`src/rtl/pic_pkg.sv`:
```
// Package: shared types for the interrupt controller.
// Assumes: one setup sequence in flight at a time.
package pic_pkg;
    // Setup sequencer states
    typedef enum logic [2:0] {
        ST_UNSET = 3'd0,
        ST_BASE  = 3'd1,
        ST_CASC  = 3'd2,
        ST_MODE  = 3'd3,
        ST_RUN   = 3'd4
    } setup_st_t;

    localparam int BYTE_W = 8;
endpackage

```
`src/rtl/pic_prio_enc.sv`:
```
// Module: pic_prio_enc
// Finds the lowest-numbered set bit of a request vector (bit 0 most urgent).
// Assumes: purely combinational; idx is 0 when nothing is set.
module pic_prio_enc #(
    parameter int N     = 8,
    localparam int IDX_W = (N > 1) ? $clog2(N) : 1
) (
    input  logic [N-1:0]     req,
    output logic             found,
    output logic [IDX_W-1:0] idx
);
    // Scan from least to most urgent so the most urgent hit is kept last
    always_comb begin
        found = 1'b0;
        idx   = '0;
        for (int i = N - 1; i >= 0; i--) begin
            if (req[i]) begin
                found = 1'b1;
                idx   = IDX_W'(i);
            end
        end
    end
endmodule

```
`src/rtl/pic_req_latch.sv`:
```
// Module: pic_req_latch
// Edge-triggered request register: a bit sets on a rising input and is
// kept while the input stays high; it drops on a falling input or when
// its level is granted.
// Assumes: inputs already synchronous to clk.
module pic_req_latch #(
    parameter int N = 8
) (
    input  logic         clk,
    input  logic         rst_n,
    input  logic [N-1:0] irq_in,
    input  logic [N-1:0] grant_clr,
    output logic [N-1:0] irr
);
    logic [N-1:0] prev_q;

    // Remember the previous input sample for edge detection
    always_ff @(posedge clk) begin
        if (!rst_n) prev_q <= '0;
        else        prev_q <= irq_in;
    end

    // Capture rising edges, drop on a low input or on a grant
    always_ff @(posedge clk) begin
        if (!rst_n) irr <= '0;
        else        irr <= (irr | (irq_in & ~prev_q)) & irq_in & ~grant_clr;
    end
endmodule

```
`src/rtl/pic_cmd_decode.sv`:
```
// Module: pic_cmd_decode
// Decodes the byte-wide register port: runs the setup word sequence,
// holds base, cascade word, release mode, mask and read select, and
// emits one-cycle end-of-interrupt strobes.
// Assumes: wr_en is a single-cycle strobe per byte.
module pic_cmd_decode
    import pic_pkg::*;
#(
    parameter int N      = 8,
    localparam int IDX_W = (N > 1) ? $clog2(N) : 1
) (
    input  logic              clk,
    input  logic              rst_n,
    input  logic              wr_en,
    input  logic              a0,
    input  logic [BYTE_W-1:0] wr_data,
    output logic              ready,
    output logic [BYTE_W-1:0] vec_base,
    output logic [BYTE_W-1:0] casc_word,
    output logic              auto_rel,
    output logic [N-1:0]      mask,
    output logic              sel_isr,
    output logic              setup_start,
    output logic              eoi_any,
    output logic              eoi_lvl,
    output logic [IDX_W-1:0]  eoi_num
);
    setup_st_t st_q;
    logic      single_q;
    logic      want_mode_q;
    logic      cmd_wr;

    assign ready       = (st_q == ST_RUN);
    assign setup_start = wr_en && !a0 && wr_data[4];
    assign cmd_wr      = wr_en && !a0 && ready && (wr_data[4:3] == 2'b00);
    assign eoi_any     = cmd_wr && (wr_data[7:5] == 3'b001);
    assign eoi_lvl     = cmd_wr && (wr_data[7:5] == 3'b011);
    assign eoi_num     = wr_data[IDX_W-1:0];

    // Sequence the setup words and hold the programmed configuration
    always_ff @(posedge clk) begin
        if (!rst_n) begin
            st_q        <= ST_UNSET;
            single_q    <= 1'b0;
            want_mode_q <= 1'b0;
            vec_base    <= '0;
            casc_word   <= '0;
            auto_rel    <= 1'b0;
            mask        <= '1;
            sel_isr     <= 1'b0;
        end else if (setup_start) begin
            st_q        <= ST_BASE;
            single_q    <= wr_data[1];
            want_mode_q <= wr_data[0];
            auto_rel    <= 1'b0;
            sel_isr     <= 1'b0;
        end else if (wr_en) begin
            case (st_q)
                ST_BASE: if (a0) begin
                    vec_base <= wr_data;
                    if (!single_q)       st_q <= ST_CASC;
                    else if (want_mode_q) st_q <= ST_MODE;
                    else                 st_q <= ST_RUN;
                end
                ST_CASC: if (a0) begin
                    casc_word <= wr_data;
                    st_q      <= want_mode_q ? ST_MODE : ST_RUN;
                end
                ST_MODE: if (a0) begin
                    auto_rel <= wr_data[1];
                    st_q     <= ST_RUN;
                end
                ST_RUN: begin
                    if (a0) mask <= wr_data[N-1:0];
                    else if (wr_data[4:3] == 2'b01 && wr_data[1]) sel_isr <= wr_data[0];
                end
                default: if (a0) mask <= wr_data[N-1:0];
            endcase
        end
    end
endmodule

```
`src/rtl/pic_ctrl.sv`:
```
// Module: pic_ctrl (top)
// Eight-input priority interrupt controller: request latch, fixed
// priority against the in-service set, acknowledge with vector, and
// end-of-interrupt handling.
// Assumes: ack is a one-cycle pulse; the vector is valid the cycle after.
module pic_ctrl
    import pic_pkg::*;
#(
    parameter int N      = 8,
    localparam int IDX_W = (N > 1) ? $clog2(N) : 1,
    localparam int SPUR  = N - 1
) (
    input  logic        clk,
    input  logic        rst_n,
    input  logic        wr_en,
    input  logic        a0,
    input  logic [7:0]  wr_data,
    output logic [7:0]  rd_data,
    input  logic [7:0]  irq_in,
    input  logic        ack,
    output logic        int_req,
    output logic [7:0]  vector,
    output logic        ready,
    output logic [7:0]  cascade_cfg
);
    logic [BYTE_W-1:0] vec_base;
    logic              auto_rel, sel_isr, setup_start;
    logic              eoi_any, eoi_lvl;
    logic [IDX_W-1:0]  eoi_num;
    logic [N-1:0]      mask, irr, isr, pend, grant_vec, eoi_clr;
    logic              p_found, s_found, grant;
    logic [IDX_W-1:0]  p_idx, s_idx;

    pic_cmd_decode #(.N(N)) i_dec (
        .clk(clk), .rst_n(rst_n), .wr_en(wr_en), .a0(a0), .wr_data(wr_data),
        .ready(ready), .vec_base(vec_base), .casc_word(cascade_cfg),
        .auto_rel(auto_rel), .mask(mask), .sel_isr(sel_isr),
        .setup_start(setup_start), .eoi_any(eoi_any), .eoi_lvl(eoi_lvl),
        .eoi_num(eoi_num)
    );

    pic_req_latch #(.N(N)) i_req (
        .clk(clk), .rst_n(rst_n), .irq_in(irq_in[N-1:0]),
        .grant_clr(grant_vec), .irr(irr)
    );

    assign pend = irr & ~mask;

    pic_prio_enc #(.N(N)) i_pend_enc (.req(pend), .found(p_found), .idx(p_idx));
    pic_prio_enc #(.N(N)) i_isr_enc  (.req(isr),  .found(s_found), .idx(s_idx));

    // Present a request only if it beats every level in service
    assign int_req = ready && p_found && (!s_found || (p_idx < s_idx));
    assign grant   = ack && int_req;

    // One-hot grant and end-of-interrupt clear vectors
    always_comb begin
        grant_vec = '0;
        eoi_clr   = '0;
        if (grant)                grant_vec[p_idx]   = 1'b1;
        if (eoi_any && s_found)   eoi_clr[s_idx]     = 1'b1;
        else if (eoi_lvl)         eoi_clr[eoi_num]   = 1'b1;
    end

    // In-service register: set on grant unless auto release, clear on EOI
    always_ff @(posedge clk) begin
        if (!rst_n)           isr <= '0;
        else if (setup_start) isr <= '0;
        else                  isr <= (isr & ~eoi_clr) | (auto_rel ? '0 : grant_vec);
    end

    // Latch the vector answered on each acknowledge
    always_ff @(posedge clk) begin
        if (!rst_n)     vector <= '0;
        else if (grant) vector <= vec_base + BYTE_W'(p_idx);
        else if (ack)   vector <= vec_base + BYTE_W'(SPUR);
    end

    // Read mux: odd address returns the mask, even the selected register
    always_comb begin
        rd_data = '0;
        if (a0)           rd_data[N-1:0] = mask;
        else if (sel_isr) rd_data[N-1:0] = isr;
        else              rd_data[N-1:0] = irr;
    end
endmodule

```
`config.mk`:
```
export PLATFORM = sky130hd
export DESIGN_NAME = pic_ctrl
export DESIGN_NICKNAME = d
export VERILOG_FILES = /design/src/rtl/pic_pkg.sv /design/src/rtl/pic_prio_enc.sv /design/src/rtl/pic_req_latch.sv /design/src/rtl/pic_cmd_decode.sv /design/src/rtl/pic_ctrl.sv
export SDC_FILE = /design/constraint.sdc
export NUM_CORES = 1
export LEC_CHECK = 0
export ABC_AREA = 1
export ABC_CLOCK_PERIOD_IN_PS = 5300
export BUFFER_PORTS_ARGS = -buffer_cell sky130_fd_sc_hd__buf_2
export CORE_MARGIN = 2
export CORE_UTILIZATION = 61
export CTS_CLUSTER_SIZE = 12
export DETAILED_ROUTE_END_ITERATION = 6
export HOLD_SLACK_MARGIN = 0.03
export PLACE_DENSITY = 0.85
export SLEW_MARGIN = 10
export SYNTH_ARGS = -nofsm -noshare
export SYNTH_HDL_FRONTEND = slang
export SYNTH_SLANG_ARGS = --single-unit
```
`constraint.sdc`:
```
create_clock -name clk -period 5.3 [get_ports clk]
set_input_delay 0.53 -clock clk [delete_from_list [all_inputs] [get_ports clk]]
set_output_delay 0.53 -clock clk [all_outputs]
set_load 0.01 [all_outputs]
```
==> results of run 1 <==
==> sequential cells by signal (all words and copies together) (netlist names) <==
register           count
i_req.prev_q           8
i_dec.casc_word        8
i_dec.vec_base         8
i_dec.mask             8
i_dec.auto_rel         1
i_dec.sel_isr          1
i_req.irr              8
i_dec.single_q         1
vector                 8
isr                    8
i_dec.st_q             3
i_dec.want_mode_q      1
==> logic make-up after synthesis <==
family / Yosys count / share of synthesized area (%)
compound gates: 102 / 18.45
xor+xnor: 5 / 1.392
fa+ha+maj: 6 / 2.624
buf+inv: 94 / 11.29
flops: 63 / 40.08
simple gates: 190 / 26.16
==> power by group <==
group	switching, mW	internal (mW)	leakage [nW]
logic	0.0731	0.0371	1.19
registers	0.0108	0.492	0.516
clock network	0.182	0.254	0.109
total	0.266	0.784	1.82
==> metal layers <==
layer | wire length, um | track usage, % | vias up
met1 | 3712 | 40.92 | 1413
met5 | 0 | 0 | -
met2 | 3803 | 48.75 | 120
met3 | 456 | 6.481 | 25
li1 | - | - | 1568
met4 | 187 | 12.67 | 0
==> metrics by stage <==
stage | cell area, sq um | std cells | hold slack (ps) | worst slack (ps)
after floorplan | 3147 | 460 | 429.7 | 2480
after detailed placement | 3421 | 564 | 453.9 | 2061
final | 3630 | 580 | 386.8 | 1930
after CTS | 3630 | 580 | 385.1 | 2047
after global routing | 3630 | 580 | 418.7 | 1593
after global placement | 3421 | 564 | 441.6 | 2193
==> how the worst max path moves through the flow <==
stage               slack, ps         to          from  cells past startpoint
finish                   1930  vector[6]  i_req.irr[7]                     21
CTS                      2050  vector[6]  i_req.irr[7]                     21
global route             1590  vector[5]  i_req.irr[7]                     21
global placement         2190  vector[6]  i_req.irr[7]                     23
detailed placement       2060  vector[6]  i_req.irr[7]                     23
floorplan                2480  vector[6]  i_req.irr[7]                     23
==> cell usage after synthesis (2+ instances only) <==
cell	number
a211oi_1	2
a21oi_1	32
buf_1	2
buf_2	2
clkbuf_1	9
dfxtp_1	63
ha_1	5
inv_1	77
inv_2	3
nand2_1	81
nand2_2	4
nand3_1	10
nand4_1	9
nor2_1	73
nor3_1	3
nor4_1	3
nor4_2	2
o211ai_1	19
o21ai_0	41
o21ai_1	3
xor2_1	4
==> cell type report <==
type | instances | area, sq um
Clock buffer | 13 | 168.9
Clock inverter | 3 | 40.04
Fill cell | 435 | 1413
Inverter | 81 | 304.0
Multi-Input combinational cell | 303 | 1530
Sequential cell | 63 | 1261
Tap cell | 70 | 87.58
Timing Repair Buffer | 47 | 237.7
==> cells in the final DEF (no fill, tap or decap), drive strengths merged <==
cell	instances
bufinv	1
o211ai	19
a31oi	1
o21ai	44
clkinv	3
nor2	75
dfxtp	63
nand4	9
a21boi	1
nand3	10
nor3	5
a311oi	1
xnor2	1
a211oi	2
clkbuf	13
inv	80
a21oi	33
buf	47
fa	1
xor2	4
ha	5
a22oi	1
nor4	5
nand2	86
==> worst register-to-register path: stages, from the launching register on <==
cell and delay, ps:
dfxtp_1 340, inv_1 80, o21ai_1 160, nor2_1 100, nor3_2 320, ha_1 320, a21oi_1 180, nand2_2 90
nand2_4 110, nand2_1 90, nor2_1 200, nand2_1 90, ha_1 210, fa_1 400, nand2_1 90, nand2_1 50
nand2_1 110, nor2_1 50, nand2_1 60, nand3_1 80, o211ai_1 100, inv_1 50
==> flow_metrics.env, run 1 <==
export IMPL_status="finished, final reports clean"
export IMPL_yosysWarnings=0
export IMPL_regToRegSetupSlack_ps=1930
export IMPL_min_period_ps=3370
export IMPL_end_kind="flip-flop"
export IMPL_drcViolationCount=0
export IMPL_setup_tns_ps=0
export IMPL_synth_seq_cells=63
export IMPL_start_util_pct=62.41
export IMPL_synth_edf_count=0
export IMPL_routedWlPerCell_um=14.07
export IMPL_cp_required_ps=5540
export IMPL_grt_first_pass_wirelength_um=13050
export IMPL_gp_congestion=0.9242
export IMPL_hold_start="irq_in[7]"
export IMPL_syn_area_sq_um=3147
export IMPL_avgSynthCellArea_sq_um=6.841
export IMPL_power_density_nw_per_um2=289.3
export IMPL_slew_viol_final=0
export IMPL_coreArea_sq_um=5042
export IMPL_grtUsageTotal_pct=30.81
export IMPL_holdPathEnd="i_req.prev_q[7]"
export IMPL_max_stage_delay_ps=400
export IMPL_setup_viol=0
export IMPL_cts_buffers=9
export IMPL_syn_inst=460
export IMPL_die_area_sq_um=5749
export IMPL_port_buffers=46
export IMPL_leakagePower_nw=1.819
export IMPL_cts_htree_levels=3
export IMPL_row_count=26
export IMPL_postCtsSetupBuffers=0
export IMPL_clkTransAtPathRegs_ps=70
export IMPL_drive_above_1_share_pct=15.29
export IMPL_clk_latency_ps=340
export IMPL_critical_path_startpoint_type="flip-flop"
export IMPL_finalPower_mw=1.050
export IMPL_peakVddDrop_v=0.0001979
export IMPL_area_delta_synth_final_pct=15.35
export IMPL_yosysSeqAreaShare_pct=40.08
export IMPL_worstSetupPathType="reg -> reg"
export IMPL_grt_max_degree=41
export IMPL_antenna_found_initial=0
export IMPL_clock_sinks=63
export IMPL_cp_slowest_cell="fa_1"
export IMPL_cp_max_fo=9
export IMPL_dr_pass1_iters=7
export IMPL_critPathBufInv=2
export IMPL_cap_violations=0
export IMPL_ff2ff_path_depth=21
export IMPL_cts_tree="yes"
export IMPL_drt_iter0_markers=211
export IMPL_ctsHoldBuffers=0
export IMPL_crit_chain="inv_1 > o21ai_1 > nor2_1 > nor3_2 > ha_1 > a21oi_1 > nand2_2 > nand2_4 > nand2_1 > nor2_1 > nand2_1 > ha_1 > fa_1 > nand2_1 > nand2_1 > nand2_1 > nor2_1 > nand2_1 > nand3_1 > o211ai_1 > inv_1"
export IMPL_timing_critical_path_mode_cell="nand2_1"
export IMPL_hold_violations=0
export IMPL_r2r_start="i_req.irr[7]"
export IMPL_fin_skew_ps=10.64
export IMPL_synth_cell_types=34
export IMPL_slew_headroom_pct=56.28
export IMPL_postRouteWirelength_um=8160
export IMPL_grt_pass1_vias=2786
export IMPL_worst_pin_slew_ps=655.8
export IMPL_nets=532
export IMPL_r2r_end="vector[6]"
export IMPL_cp_arrival_ps=3610
export IMPL_drt_vias_per_instance=5.390
export IMPL_cp_top_family="simple AND/OR/NAND/NOR gates"
export IMPL_yosys_most_used_dff="dfxtp_1"
export IMPL_min_period_over_period_pct=63.59
export IMPL_syn_num_nets=487
export IMPL_insertedDiodeCount=0
export IMPL_synth_top_cell_area_share_pct=40.08
export IMPL_rsz0062_at_grt="no"
export IMPL_hold_depth=3
export IMPL_ios=47
export IMPL_synth_top_area_cell="dfxtp_1"
export IMPL_drt_antenna_violating_nets=0
export IMPL_dieHeight_um=75.83
export IMPL_cts_root_buf="clkbuf_8"
export IMPL_synthArstFlopShare_pct=0
export IMPL_vias=3126
export IMPL_hp_class="in -> reg"
export IMPL_die_w_um=75.83
export IMPL_place_hpwl_um=5820
export IMPL_final_core_util_pct=71.99
export IMPL_synth_top_cells_by_area="dfxtp_1 (40%), nand2_1 (9.7%), inv_1 (9.2%), nor2_1 (8.7%), o21ai_0 (6.5%)"
export IMPL_cts_buffer_depth=2
export IMPL_post_cts_resized=0
export IMPL_grt_overflow_total=0
export IMPL_clock_fmax_ghz=0.2967
Note: power is estimated with default switching activity, not from simulation.
==> run 2: changes to the inputs <==
ABC_AREA = 0   (was 1)
ABC_CLOCK_PERIOD_IN_PS = 3500   (was 5300)
CORE_UTILIZATION = 56   (was 61)
PLACE_DENSITY = 0.79   (was 0.85)
clock period = 3.5 ns   (was 5.3 ns; I/O delays follow)
==> run 2 against run 1 <==
Hold slack worse by 160 ps. Via count down 7.6%. Synthesized cell count down 20%. Count of clock-buffer cells in the layout unchanged.
==> flow_metrics.env, run 2 <==
export IMPL_ios=47
export IMPL_drt_iter0_markers=188
export IMPL_syn_num_nets=394
export IMPL_postRouteWirelength_um=8220
export IMPL_dieHeight_um=78.03
export IMPL_place_hpwl_um=5965
export IMPL_peakVddDrop_v=0.0003103
export IMPL_min_period_over_period_pct=94.75
export IMPL_clock_fmax_ghz=0.3015
export IMPL_cts_root_buf="clkbuf_8"
export IMPL_hold_violations=0
export IMPL_power_density_nw_per_um2=413.4
export IMPL_leakagePower_nw=1.574
export IMPL_synth_top_area_cell="dfxtp_1"
export IMPL_synth_adder_area_share_pct=2.691
export IMPL_hold_depth=2
export IMPL_synth_top_cell_area_share_pct=41.09
export IMPL_setup_viol=0
export IMPL_dr_pass1_iters=4
export IMPL_syn_inst=367
export IMPL_ctsHoldBuffers=0
export IMPL_dp_cells=483
export IMPL_clk_latency_ps=350
export IMPL_end_kind="flip-flop"
export IMPL_pwr_share_comb_pct=10.3
export IMPL_swShare_pct=25.08
export IMPL_cp_max_fo=5
export IMPL_cts_tree="yes"
export IMPL_p_sw_mw=0.3877
export IMPL_die_area_sq_um=6089
export IMPL_avgSynthCellArea_sq_um=8.363
export IMPL_ys_top_cells_by_count="dfxtp_1 (63), nand2_1 (42), o21ai_0 (35)"
export IMPL_synth_top_cells_by_area="dfxtp_1 (41%), mux2i_1 (10%), o21ai_0 (5.7%), nand2_1 (5.1%), nor2_1 (4.2%)"
export IMPL_hold_start="irq_in[5]"
export IMPL_syn_area_sq_um=3069
export IMPL_regToRegSetupSlack_ps=180
export IMPL_drt_vias_per_instance=5.709
export IMPL_nets=458
export IMPL_holdPathEnd="i_req.prev_q[5]"
export IMPL_drive_above_1_share_pct=24.31
export IMPL_whs_ps=226.7
export IMPL_yosys_most_used_dff="dfxtp_1"
export IMPL_yosysSeqAreaShare_pct=41.09
export IMPL_synth_top_family_by_area="simple AND/OR/NAND/NOR gates"
export IMPL_grt_first_pass_wirelength_um=13380
export IMPL_cts_htree_levels=3
export IMPL_worst_pin_slew_ps=964.3
export IMPL_slew_viol_final=0
export IMPL_r2r_start="isr[7]"
export IMPL_cap_violations=0
export IMPL_min_period_ps=3316
export IMPL_cp_arrival_ps=3560
export IMPL_critical_path_startpoint_type="flip-flop"
export IMPL_setup_tns_ps=0
export IMPL_status="finished, final reports clean"
export IMPL_hp_class="in -> reg"
export IMPL_drcViolationCount=0
export IMPL_synth_simple_area_share_pct=22.58
export IMPL_ff2ff_path_depth=15
export IMPL_preCtsSetupSlack_ps=-106.9
export IMPL_r2r_end="vector[6]"
export IMPL_muxShareOfSynthArea_pct=10.11
export IMPL_coreArea_sq_um=5205
export IMPL_die_w_um=78.03
export IMPL_synthArstFlopShare_pct=0
export IMPL_p_seq_share_pct=48.9
export IMPL_synthXorXnorAreaFrac_pct=1.712
export IMPL_port_buffers=46
export IMPL_grt_overflow_total=0
export IMPL_routedWlPerCell_um=16.25
export IMPL_fin_skew_ps=5.890
export IMPL_slew_headroom_pct=35.58
export IMPL_vias=2889
export IMPL_fillers=426
export IMPL_final_cell_mix="dfxtp_1 (61), buf_2 (46), nand2_1 (41)"
export IMPL_pwr_share_clk_pct=40.7
export IMPL_finalPower_mw=1.546
export IMPL_layout_commonest_cell="dfxtp_1"
export IMPL_synth_edf_count=0
export IMPL_fin_cells=506
export IMPL_synth_cell_types=51
export IMPL_clock_sinks=63
export IMPL_grt_max_degree=27
export IMPL_antenna_found_initial=0
export IMPL_worstSetupPathType="reg -> reg"
export IMPL_area_delta_synth_final_pct=21.81
export IMPL_internal_power_mw=1.158
export IMPL_grtUsageTotal_pct=28.79
export IMPL_drt_antenna_violating_nets=0
export IMPL_synth_seq_cells=63
export IMPL_insertedDiodeCount=0
export IMPL_yosysMostFrequentCell="dfxtp_1"
export IMPL_cts_buffer_depth=2
export IMPL_gp_congestion=0.9637
export IMPL_synth_compound_area_share_pct=17.94
export IMPL_row_count=26
export IMPL_worst_slack_ps=183.6
export IMPL_grt_pass1_vias=2674
export IMPL_cp_required_ps=3740
export IMPL_cts_buffers=9
export IMPL_yosysWarnings=0
export IMPL_clkTransAtPathRegs_ps=60
export IMPL_start_util_pct=58.97
[run 2: cell types whose count changed in the layout (fill, tap and decap cells not counted), moves of 9 or more]
| cell | change |
|---|---|
| and2_1 | +9 |
| inv_1 | -65 |
| buf_4 | +22 |
| o211ai_1 | -17 |
| nor2b_1 | +9 |
| a21oi_1 | -14 |
| nand2_1 | -40 |
| mux2i_1 | +31 |
| nor2_1 | -42 |
[run 2: critical path, stage by stage, from the launching register on]
cell,delay (ps)
dfxtp_1,350
or4_4,550
nand2_1,110
ha_1,260
a21oi_2,180
o21ai_0,120
o211ai_2,220
and2_4,200
nand3_1,80
ha_2,200
fa_2,360
a21oi_2,130
nor2b_1,70
nand3_1,90
xor2_1,70
a211oi_1,210
[run 2: layout make-up]
| type | instances | area (sq um) | share of cell area, % |
|---|---|---|---|
| clock inverters | 3 | 42.54 | 1.138 |
| clock buffers | 13 | 148.9 | 3.983 |
| multi-input cells | 274 | 1740 | 46.55 |
| inverters | 14 | 52.55 | 1.406 |
| well taps | 70 | 87.58 | 2.343 |
| flip-flops and latches | 63 | 1264 | 33.80 |
| repair buffers | 69 | 402.9 | 10.78 |
[run 2: power by group through the flow]
stage / clock network [mW] / logic [mW] / registers [mW]
finish: 0.629 / 0.160 / 0.756
global route: 0.670 / 0.175 / 0.758
CTS: 0.638 / 0.150 / 0.755
detailed placement: 0 / 0.148 / 0.771
global placement: 0 / 0.145 / 0.771
floorplan: 0 / 0.0876 / 0.770
[run 2: stage by stage]
step | utilization, % | cell area, sq um
floorplan | - | 3069
global placement | 66.23 | 3447
detailed placement | 66.23 | 3447
CTS | 70.38 | 3664
global route | 71.83 | 3739
finish | 71.83 | 3739
[run 2: what timing repair did]
item                       CTS  global route
setup buffers                2             5
gates resized for setup      2            14
pin swaps                    2             7
setup endpoints to repair    3             6
[run 2: worst max path at each step]
stage	startpoint	to	slack, ps
2_1_floorplan	isr[7]	vector[6]	320
3_3_place_gp	i_dec.mask[7]	vector[7]	60
3_5_place_dp	isr[0]	vector[7]	-110
4_1_cts	i_dec.mask[7]	vector[6]	30
5_1_grt	isr[7]	vector[6]	-30
6_report	isr[7]	vector[6]	180
[run 2: cell families (layout without fill, tap and decap cells)]
family | count (synthesis) | count (layout)
simple gates | 140 | 140
compound gates | 91 | 91
flops | 63 | 63
mux | 31 | 31
buf+inv | 30 | 99
fa+ha+maj | 6 | 6
xor+xnor | 6 | 6
[run 2: per-layer routing]
layer | vias up | global-route usage [%] | share of wire (%)
met3 | 18 | 7.931 | 6.4
met2 | 95 | 45.52 | 47
met1 | 1354 | 37.88 | 44
met4 | 0 | 10.35 | 2.4
met5 | - | 0 | 0
li1 | 1422 | - | -
==> run 3: changes to the inputs <==
PLACE_DENSITY = 0.82   (was 0.79)
==> run 3 against run 2 <==
Sequential share of layout area barely moved. Hold slack got worse by 11 ps. Largest power group unchanged. Largest cell class unchanged. Critical endpoint unchanged. Cell area fell by 0.10%. Highest routed layer unchanged.
==> flow_metrics.env, run 3 (same netlist as run 2, synthesis figures left out) <==
export IMPL_cp_arrival_ps=3600
export IMPL_pwr_share_comb_pct=9.4
export IMPL_gp_congestion=0.9499
export IMPL_worst_slack_ps=154.7
export IMPL_vias=2876
export IMPL_antenna_found_initial=0
export IMPL_wl_met3_um=490
export IMPL_cp_slowest_cell="fa_2"
export IMPL_max_stage_delay_ps=360
export IMPL_end_kind="flip-flop"
export IMPL_dp_cells=479
export IMPL_start_util_pct=58.97
export IMPL_worstSetupPathType="reg -> reg"
export IMPL_min_period_over_period_pct=95.58
export IMPL_ctsHoldBuffers=0
export IMPL_preCtsSetupSlack_ps=6.747
export IMPL_r2r_start="i_dec.mask[7]"
export IMPL_die_area_sq_um=6089
export IMPL_clk_latency_ps=350
export IMPL_swShare_pct=24.08
export IMPL_hold_depth=2
export IMPL_cp_top_family="compound AO/OA/AOI/OAI gates"
export IMPL_p_sw_mw=0.3950
export IMPL_insertedDiodeCount=0
export IMPL_critical_path_startpoint_type="flip-flop"
export IMPL_min_period_ps=3345
export IMPL_area_delta_synth_final_pct=21.69
export IMPL_fin_skew_ps=7.241
export IMPL_drt_antenna_violating_nets=0
export IMPL_wl_met2_um=3957
export IMPL_cts_htree_levels=3
export IMPL_drive_above_1_share_pct=23.26
export IMPL_cp_required_ps=3750
export IMPL_cts_tree="yes"
export IMPL_hold_start="irq_in[1]"
export IMPL_internal_power_mw=1.246
export IMPL_drcViolationCount=0
export IMPL_crit_chain="nand2b_1 > o21ai_1 > nor2_1 > nor2_2 > ha_1 > a21oi_2 > o21ai_1 > o211ai_2 > and2_4 > nand3_1 > ha_1 > fa_2 > a21oi_1 > nor2b_1 > nand3_1 > xor2_1 > a211oi_1"
export IMPL_nets=452
export IMPL_routedWlPerCell_um=16.45
export IMPL_ff2ff_path_depth=17
export IMPL_grt_max_degree=27
export IMPL_setup_viol=0
export IMPL_grtUsageTotal_pct=28.88
export IMPL_hold_violations=0
export IMPL_dieHeight_um=78.03
export IMPL_regToRegSetupSlack_ps=150
export IMPL_top_layer_used="met4"
export IMPL_coreArea_sq_um=5205
export IMPL_layout_commonest_cell="dfxtp_1"
export IMPL_clock_sinks=63
export IMPL_postRouteWirelength_um=8223
export IMPL_holdPathEnd="i_req.prev_q[1]"
export IMPL_cts_buffer_depth=2
export IMPL_grt_overflow_total=0
export IMPL_r2r_end="vector[6]"
export IMPL_cts_root_buf="clkbuf_8"
export IMPL_final_cell_mix="dfxtp_1 (61), buf_2 (46), nand2_1 (41)"
export IMPL_wl_met1_um=3620
export IMPL_grt_pass1_vias=2781
export IMPL_fin_cells=500
export IMPL_critPathBufInv=0
export IMPL_cp_max_fo=4
export IMPL_whs_ps=216.2
export IMPL_slew_viol_final=0
export IMPL_grt_first_pass_wirelength_um=13630
export IMPL_pwr_share_clk_pct=44.4
export IMPL_cap_violations=0
export IMPL_row_count=26
export IMPL_port_buffers=46
export IMPL_cts_buffers=9
export IMPL_drt_iter0_markers=199
export IMPL_peakVddDrop_v=0.0003657
export IMPL_hp_class="in -> reg"
export IMPL_die_w_um=78.03
export IMPL_status="finished, final reports clean"
export IMPL_slew_headroom_pct=35.92
export IMPL_leakagePower_nw=1.571
export IMPL_place_hpwl_um=5885
export IMPL_worst_pin_slew_ps=959.2
export IMPL_drt_vias_per_instance=5.752
export IMPL_power_density_nw_per_um2=439.3
export IMPL_dr_pass1_iters=5
export IMPL_p_seq_share_pct=46.1
export IMPL_clkTransAtPathRegs_ps=70
export IMPL_ios=47
export IMPL_clock_fmax_ghz=0.2989
run 3: cell types whose count changed in the layout (fill, tap and decap cells not counted), sizes merged:
cell      before  now
buf           69   63
bufinv         1    2
clkinvlp       1    0
run 3: metrics by stage:
stage,cell area (sq um),setup TNS [ps],utilization [%],power (mW)
after CTS,3647,0,70.07,1.630
after floorplan,3069,0,-,0.8576
after global placement,3417,0,65.65,0.9134
after detailed placement,3417,0,65.65,0.9168
after global routing,3735,-239.0,71.75,1.698
final,3735,0,71.75,1.641
run 3: area by class of cell:
type | count | area (sq um)
clock buffer | 13 | 158.9
multi-input combinational | 274 | 1749
sequential | 63 | 1264
tap | 70 | 87.58
timing repair buffer | 63 | 357.8
inverter | 14 | 52.55
clock inverter | 3 | 65.06
fill | 421 | 1470
run 3: repair_timing:
action                                  CTS  global route
gates resized for setup                   1            16
setup buffers                             0             5
pin swaps                                 0             6
endpoints found under the setup margin    1             5
run 3: metal layers:
metal / vias to the layer above / GRT usage (%)
met5: - / 0
met4: 0 / 12.11
met3: 13 / 5.747
met2: 96 / 46.21
met1: 1364 / 38.26
li1: 1403 / -
run 3: worst register-to-register path, stage by stage (launching register included):
cell,delay [ps]
dfxtp_2,350
nand2b_1,150
o21ai_1,120
nor2_1,220
nor2_2,80
ha_1,340
a21oi_2,160
o21ai_1,100
o211ai_2,260
and2_4,210
nand3_1,90
ha_1,220
fa_2,360
a21oi_1,130
nor2b_1,80
nand3_1,90
xor2_1,60
a211oi_1,210
run 3: how the worst max path moves through the flow:
| stage | start | end | slack (ps) | cells past startpoint |
|---|---|---|---|---|
| CTS | isr[6] | vector[7] | 60 | 15 |
| global placement | isr[3] | vector[7] | 110 | 15 |
| global route | i_dec.mask[1] | vector[6] | -80 | 16 |
| finish | i_dec.mask[7] | vector[6] | 150 | 17 |
| detailed placement | isr[3] | vector[7] | 7 | 15 |
| floorplan | isr[7] | vector[6] | 320 | 15 |
run 3: power groups by stage:
stage	Combinational [mW]	Sequential [mW]	Clock, mW
floorplan	0.0876	0.770	0
global placement	0.142	0.771	0
detailed placement	0.145	0.772	0
CTS	0.147	0.756	0.728
global route	0.170	0.759	0.769
finish	0.155	0.757	0.729
